===== src/rtl/ucode_seq_pkg.sv =====
package ucode_seq_pkg;
    parameter int          UADDR_W     = 9;
    parameter int          WORD_W      = 16;
    parameter int          ROM_DEPTH   = 256;
    parameter int          PATCH_DEPTH = 60;
    parameter int          NPAIRS      = 4;
    parameter logic [15:0] ROM_KEY     = 16'hC3A0;
    parameter logic [8:0]  RESET_VEC   = 9'd0;
endpackage


===== src/rtl/ucode_rom.sv =====
module ucode_rom #(
    parameter int              UADDR_W = ucode_seq_pkg::UADDR_W,
    parameter int              WORD_W  = ucode_seq_pkg::WORD_W,
    parameter logic [WORD_W-1:0] KEY   = ucode_seq_pkg::ROM_KEY
) (
    input  logic [UADDR_W-1:0] addr_i,
    output logic [WORD_W-1:0]  word_o
);
    // Fixed contents are generated from the address; no stored table.
    always_comb begin
        word_o = KEY ^ WORD_W'(addr_i);
    end
endmodule


===== src/rtl/ucode_patch_ram.sv =====
module ucode_patch_ram #(
    parameter int UADDR_W = ucode_seq_pkg::UADDR_W,
    parameter int WORD_W  = ucode_seq_pkg::WORD_W,
    parameter int DEPTH   = ucode_seq_pkg::PATCH_DEPTH
) (
    input  logic               clk_i,
    input  logic               rst_ni,
    input  logic               upd_en_i,
    input  logic               we_i,
    input  logic [UADDR_W-1:0] wr_idx_i,
    input  logic [WORD_W-1:0]  wr_data_i,
    input  logic [UADDR_W-1:0] rd_idx_i,
    output logic [WORD_W-1:0]  rd_word_o
);
    localparam int                 IDX_W   = $clog2(DEPTH);
    localparam logic [UADDR_W-1:0] DEPTH_A = UADDR_W'(DEPTH);

    logic [DEPTH-1:0][WORD_W-1:0] mem_d, mem_q;

    always_comb begin
        mem_d = mem_q;
        if (upd_en_i && we_i && (wr_idx_i < DEPTH_A)) begin
            mem_d[wr_idx_i[IDX_W-1:0]] = wr_data_i;
        end
        rd_word_o = (rd_idx_i < DEPTH_A) ? mem_q[rd_idx_i[IDX_W-1:0]] : '0;
    end

    always_ff @(posedge clk_i or negedge rst_ni) begin
        if (!rst_ni) mem_q <= '0;
        else         mem_q <= mem_d;
    end

    // Loads outside the update window leave the storage untouched.
    assert_ram_hold_R8: assert property (@(posedge clk_i) disable iff (!rst_ni)
        !upd_en_i |=> $stable(mem_q));
endmodule


===== src/rtl/ucode_match_unit.sv =====
module ucode_match_unit #(
    parameter int UADDR_W = ucode_seq_pkg::UADDR_W,
    parameter int NPAIRS  = ucode_seq_pkg::NPAIRS
) (
    input  logic               clk_i,
    input  logic               rst_ni,
    input  logic               upd_en_i,
    input  logic               we_i,
    input  logic [UADDR_W-1:0] idx_i,
    input  logic               arm_i,
    input  logic [UADDR_W-1:0] match_i,
    input  logic [UADDR_W-1:0] dest_i,
    input  logic [UADDR_W-1:0] upc_i,
    output logic               hit_o,
    output logic [UADDR_W-1:0] dest_o
);
    localparam int                 IDX_W    = (NPAIRS > 1) ? $clog2(NPAIRS) : 1;
    localparam logic [UADDR_W-1:0] NPAIRS_A = UADDR_W'(NPAIRS);

    typedef struct packed {
        logic               arm;
        logic [UADDR_W-1:0] trig;
        logic [UADDR_W-1:0] dest;
    } bp_pair_t;

    bp_pair_t [NPAIRS-1:0] pair_d, pair_q;
    logic     [NPAIRS-1:0] eq;
    logic     [NPAIRS-1:0] armed;

    // One comparator per pair, all evaluated in parallel.
    for (genvar g = 0; g < NPAIRS; g++) begin : g_cmp
        assign armed[g] = pair_q[g].arm;
        assign eq[g]    = pair_q[g].arm && (pair_q[g].trig == upc_i);
    end

    always_comb begin
        pair_d = pair_q;
        if (upd_en_i && we_i && (idx_i < NPAIRS_A)) begin
            pair_d[idx_i[IDX_W-1:0]] = '{arm: arm_i, trig: match_i, dest: dest_i};
        end
        hit_o  = |eq;
        dest_o = '0;
        // Scan from the top so the lowest-numbered pair is applied last.
        for (int i = NPAIRS - 1; i >= 0; i--) begin
            if (eq[i]) dest_o = pair_q[i].dest;
        end
    end

    always_ff @(posedge clk_i or negedge rst_ni) begin
        if (!rst_ni) pair_q <= '0;
        else         pair_q <= pair_d;
    end

    assert_pair_hold_R8: assert property (@(posedge clk_i) disable iff (!rst_ni)
        !upd_en_i |=> $stable(pair_q));

    assert_unarmed_quiet_R6: assert property (@(posedge clk_i) disable iff (!rst_ni)
        hit_o |-> (|armed));

    assert_low_pair_wins_R7: assert property (@(posedge clk_i) disable iff (!rst_ni)
        (pair_q[0].arm && (pair_q[0].trig == upc_i)) |-> (dest_o == pair_q[0].dest));
endmodule


===== src/rtl/ucode_patch_seq.sv =====
module ucode_patch_seq #(
    parameter int                 UADDR_W     = ucode_seq_pkg::UADDR_W,
    parameter int                 WORD_W      = ucode_seq_pkg::WORD_W,
    parameter int                 ROM_DEPTH   = ucode_seq_pkg::ROM_DEPTH,
    parameter int                 PATCH_DEPTH = ucode_seq_pkg::PATCH_DEPTH,
    parameter int                 NPAIRS      = ucode_seq_pkg::NPAIRS,
    parameter logic [WORD_W-1:0]  ROM_KEY     = ucode_seq_pkg::ROM_KEY,
    parameter logic [UADDR_W-1:0] RESET_VEC   = ucode_seq_pkg::RESET_VEC
) (
    input  logic               clk_i,
    input  logic               rst_ni,
    input  logic               restart_i,
    input  logic [UADDR_W-1:0] next_addr_i,
    input  logic               upd_en_i,
    input  logic               ld_we_i,
    input  logic               ld_pair_i,
    input  logic [UADDR_W-1:0] ld_idx_i,
    input  logic [WORD_W-1:0]  ld_word_i,
    input  logic [UADDR_W-1:0] ld_match_i,
    input  logic [UADDR_W-1:0] ld_dest_i,
    input  logic               ld_arm_i,
    output logic [UADDR_W-1:0] upc_o,
    output logic [WORD_W-1:0]  uword_o,
    output logic               trap_o
);
    localparam logic [UADDR_W-1:0] ROM_END_A   = UADDR_W'(ROM_DEPTH);
    localparam logic [UADDR_W-1:0] PATCH_END_A = UADDR_W'(ROM_DEPTH + PATCH_DEPTH);

    typedef struct packed {
        logic [UADDR_W-1:0] upc;
    } seq_state_t;

    seq_state_t         st_d, st_q;
    logic               hit;
    logic [UADDR_W-1:0] hit_dest;
    logic [WORD_W-1:0]  rom_word, ram_word;
    logic [UADDR_W-1:0] ram_rd_idx;
    logic               in_rom, in_patch;

    ucode_rom #(.UADDR_W(UADDR_W), .WORD_W(WORD_W), .KEY(ROM_KEY)) rom_i (
        .addr_i (st_q.upc),
        .word_o (rom_word)
    );

    ucode_patch_ram #(.UADDR_W(UADDR_W), .WORD_W(WORD_W), .DEPTH(PATCH_DEPTH)) ram_i (
        .clk_i     (clk_i),
        .rst_ni    (rst_ni),
        .upd_en_i  (upd_en_i),
        .we_i      (ld_we_i && !ld_pair_i),
        .wr_idx_i  (ld_idx_i),
        .wr_data_i (ld_word_i),
        .rd_idx_i  (ram_rd_idx),
        .rd_word_o (ram_word)
    );

    ucode_match_unit #(.UADDR_W(UADDR_W), .NPAIRS(NPAIRS)) match_i (
        .clk_i    (clk_i),
        .rst_ni   (rst_ni),
        .upd_en_i (upd_en_i),
        .we_i     (ld_we_i && ld_pair_i),
        .idx_i    (ld_idx_i),
        .arm_i    (ld_arm_i),
        .match_i  (ld_match_i),
        .dest_i   (ld_dest_i),
        .upc_i    (st_q.upc),
        .hit_o    (hit),
        .dest_o   (hit_dest)
    );

    always_comb begin
        // Address selection: restart, then breakpoint, then normal flow.
        st_d = st_q;
        if (restart_i)  st_d.upc = RESET_VEC;
        else if (hit)   st_d.upc = hit_dest;
        else            st_d.upc = next_addr_i;

        // Window decode selects which memory drives the micro-word.
        in_rom     = st_q.upc < ROM_END_A;
        in_patch   = !in_rom && (st_q.upc < PATCH_END_A);
        ram_rd_idx = st_q.upc - ROM_END_A;
        if (in_rom)        uword_o = rom_word;
        else if (in_patch) uword_o = ram_word;
        else               uword_o = '0;
    end

    always_ff @(posedge clk_i or negedge rst_ni) begin
        if (!rst_ni) st_q <= '{upc: RESET_VEC};
        else         st_q <= st_d;
    end

    assign upc_o  = st_q.upc;
    assign trap_o = hit;

    assert_follow_next_R2: assert property (@(posedge clk_i) disable iff (!rst_ni)
        (!trap_o && !restart_i) |=> (upc_o == $past(next_addr_i)));

    assert_trap_one_cycle_R5: assert property (@(posedge clk_i) disable iff (!rst_ni)
        (trap_o && !restart_i) |=> (upc_o == $past(hit_dest)));

    assert_restart_entry_R9: assert property (@(posedge clk_i) disable iff (!rst_ni)
        restart_i |=> (upc_o == RESET_VEC));
endmodule


===== config.mk =====
export PLATFORM = sky130hd
export DESIGN_NAME = ucode_patch_seq
export DESIGN_NICKNAME = d
export VERILOG_FILES = /design/src/rtl/ucode_seq_pkg.sv /design/src/rtl/ucode_rom.sv /design/src/rtl/ucode_patch_ram.sv /design/src/rtl/ucode_match_unit.sv /design/src/rtl/ucode_patch_seq.sv
export SDC_FILE = /design/constraint.sdc
export NUM_CORES = 1
export LEC_CHECK = 0
export BUFFER_PORTS_ARGS = -buffer_cell sky130_fd_sc_hd__buf_2
export CAP_MARGIN = 30
export CORE_ASPECT_RATIO = 1.1
export CORE_MARGIN = 3
export CORE_UTILIZATION = 55
export DETAILED_ROUTE_END_ITERATION = 6
export GPL_ROUTABILITY_DRIVEN = 1
export GPL_TIMING_DRIVEN = 0
export PLACE_DENSITY = 0.73
export REMOVE_ABC_BUFFERS = 1
export SYNTH_ARGS = -nofsm -noshare
export SYNTH_HDL_FRONTEND = slang
export SYNTH_SLANG_ARGS = --single-unit

===== constraint.sdc =====
create_clock -name clk_i -period 2.2 [get_ports clk_i]
set_input_delay 0.33 -clock clk_i [delete_from_list [all_inputs] [get_ports clk_i]]
set_output_delay 0.33 -clock clk_i [all_outputs]
set_load 0.01 [all_outputs]

==> reports/qor.yml <==
worst_setup_path:
  cp_num_buf_inv: 4
  worst-path-max-fanout: 6
  critPathTopFamily: "multiplexers"
  slowest_stage: "mux4_2"
  critical_path_arrival_ns: 3.45
  worstPathRequired_ns: 1.87
  critPathCaptureType: "primary output"
  crit_path_max_incr_delay_ns: 0.53
  start_kind: "register"
  worstSetupPathType: "reg -> out"
  crit_chain: "buf_16 -> buf_12 -> buf_6 -> mux4_2 -> mux4_2 -> a22oi_2 -> nand3_4 -> buf_6"
clocking:
  cts_tree: "built"
  clock-sinks: 1045
  clockRootBuffer: "clkbuf_16"
  clock_path_buffers: 3
  insertion_delay_ns: 0.68
  clk_pin_slew_ns: 0.06
  htreeDepth: 3
  cts_buffers: 105
yosys:
  ys_seq_area_frac: 0.5421
  synth_ff_type: "dfrtp_1"
  ys_ff_latch: 1045
  synth_cells: 3127
  synth_top_area_cell: "dfrtp_1"
  avgSynthCellArea_um2: 15.43
  ys_async_sr_fraction: 1.000
  synthDistinctLibCells: 66
  synth_warnings: 0
  synth_area_leaders: "dfrtp_1 54%, mux2_2 24%, mux4_2 10%"
  synth_top_cell_area_share: 0.5421
  synth_area_um2: 48240
  synth_edf_count: 0
min_path:
  hp-class: "in -> reg"
timing:
  tightest_slew_ns: 0.8024
  final.period_utilization: 1.716
  finalHoldViolCount: 0
  clock.fmax_ghz: 0.2648
  relSlewSlack: 0.4650
  setup_violations: 260
  period_minus_slack_ns: 3.776
  clock_skew_ns: 0.02786
  rsz0062_at_grt: "true"
  drv_slew: 0
  layout_setup_ws_ns: -1.576
drt:
  drt-vias-per-instance: 6.557
  route.final.wire_length_um: 140100
  drc_errors: 0
  first_iter_violations: 2564
  wl_per_cell_um: 30.71
  firstDrtPassIters: 5
  vias: 29901
  antenna_left: 0
cells_and_area:
  fin_area_um2: 58030
  final_cell_mix: "1038 x dfrtp_1, 1031 x mux2_2, 223 x mux4_2, 116 x clkbuf_16, 75 x mux2i_1"
  fillers: 5621
  fin_nets: 3380
  multi_input_area_um2: 21680
  fin_util: 0.6696
  syn_to_final_growth_pct: 20.31
  regArea_um2: 26170
  final_common_cell: "dfrtp_1"
  drive_gt1_frac: 0.5763
die:
  die_w_um: 288.4
  die_h_um: 316.6
  io_pins: 85
  dieArea_um2: 91290
  num_rows: 113
  start_util: 0.5565
  core_region_area_um2: 86670
power_and_ir_drop:
  ir_drop_mv: 0.5477
  p_leak_nw: 27.43
  power_w: 0.04105
  power_density_nw_per_um2: 707.4
placement:
  dp_hpwl_um: 80690
  gp_congestion: 0.8749
  io_buffers: 84
  placed_area_um2: 50580
grt:
  grt.total_usage: 0.3028
  grt_pass1_vias: 31677
  grt_antenna_before_repair: 3
  grt_max_degree: 137
  overflow: 0
  grt_first_pass_wirelength_um: 204400
status:
  violations: "negative setup slack"
  status: "complete, but fails checks"
job:
  cap_violations: 0
per-stage QoR:
| stage | hold WS [ns] | setup TNS [ns] | std cells | setup slack [ns] |
|---|---|---|---|---|
| 5_1_grt | 0.04603 | -189.07 | 4558 | -1.555 |
| 6_report | 0.04050 | -95.04 | 4560 | -1.576 |
| 2_1_floorplan | 0.03441 | -289.40 | 2852 | -8.703 |
| 3_5_place_dp | 0.2649 | -1109.90 | 4170 | -2.069 |
| 4_1_cts | 0.09405 | -138.10 | 4505 | -1.537 |
| 3_3_place_gp | 0.4609 | - | 4086 | -19.64 |
cell type report:
| type | count | area share |
|---|---|---|
| tap | 1150 | 0.02479 |
| timing repair buffer | 360 | 0.08788 |
| clock buffer | 153 | 0.05453 |
| sequential | 1045 | 0.4510 |
| antenna | 2 | 0.00008624 |
| clock inverter | 41 | 0.007999 |
| inverter | 2 | 0.0001940 |
| multi-input combinational | 1807 | 0.3735 |
synthesized netlist by cell type (all sizes together), types with 8 or more instances:
cell / instances
a211oi: 16
a21oi: 32
a22oi: 23
a311oi: 10
buf: 154
clkbuf: 121
dfrtp: 1045
mux2: 1052
mux2i: 81
mux4: 223
nand2: 53
nand2b: 8
nand3: 20
nand4: 8
nor2: 67
nor2b: 10
nor3: 16
nor4: 16
o21ai: 34
o221ai: 12
o22ai: 30
xnor2: 16
xor2: 20
flip-flops by register name, summed over array words and instances, names as in the netlist:
register,count
match_i.armed,4
match_i.pair_q,72
ram_i.mem_q,960
upc_o,9
worst register-to-register path, delay by kind of cell (launching register included):
family | cells | cell delay, ns
buffers and inverters | 4 | 0.61
AND/OR/NAND/NOR | 2 | 0.62
XOR/XNOR | 1 | 0.12
flip-flops | 1 | 0.52
AO/OA/AOI/OAI | 3 | 0.53
worst paths after layout:
path                                               from                        endpoint  slack, ns  cells after the start
max                                  upc_o[0]$_DFF_PN0_                      uword_o[8]      -1.58                      8
min                                       ld_word_i[14]    ram_i.mem_q[606]$_DFFE_PN0P_       0.04                      2
max reg2reg                          upc_o[2]$_DFF_PN0_              upc_o[8]$_DFF_PN0_      -0.27                     10
min reg2reg                ram_i.mem_q[749]$_DFFE_PN0P_    ram_i.mem_q[749]$_DFFE_PN0P_       0.49                      1
max in group asynchronous                        rst_ni    ram_i.mem_q[219]$_DFFE_PN0P_      -0.53                      6
min in group asynchronous                        rst_ni  match_i.pair_q[28]$_DFFE_PN0P_       0.70                      3
cells by family (layout without fill, tap and decap cells):
logic type / count (synthesis) / in the layout / share of synthesized area
multiplexers: 1356 / 1356 / 0.3665
flip-flops: 1045 / 1045 / 0.5421
AND/OR/NAND/NOR: 226 / 227 / 0.02916
other: 0 / 2 / 0
XOR/XNOR: 36 / 36 / 0.006693
buffers and inverters: 277 / 556 / 0.02970
AO/OA/AOI/OAI: 187 / 188 / 0.02578
what timing repair did:
action	CTS	global route
pin swaps	50	51
endpoints found under the setup margin	899	786
resized for setup	164	123
setup buffers	90	43
hold buffers	30	1
cloned	22	9
hold endpoints to repair	128	443
power breakdown:
part | leakage [nW] | switching (W) | internal [W]
Clock | 1.80 | 0.00767 | 0.0110
Sequential | 14.6 | 0.000114 | 0.0194
Combinational | 11.1 | 0.00176 | 0.00112
layer usage:
layer | wire length [um] | vias to the layer above | GRT usage | part of all wire
met2 | 68530 | 1306 | 0.4933 | 0.49
met1 | 54270 | 16176 | 0.4013 | 0.39
met5 | 41 | - | 0 | 0.00029
met3 | 10570 | 377 | 0.05406 | 0.075
li1 | - | 12036 | - | -
met4 | 6640 | 6 | 0.1350 | 0.047
Note: power is estimated with default switching activity, not from simulation.
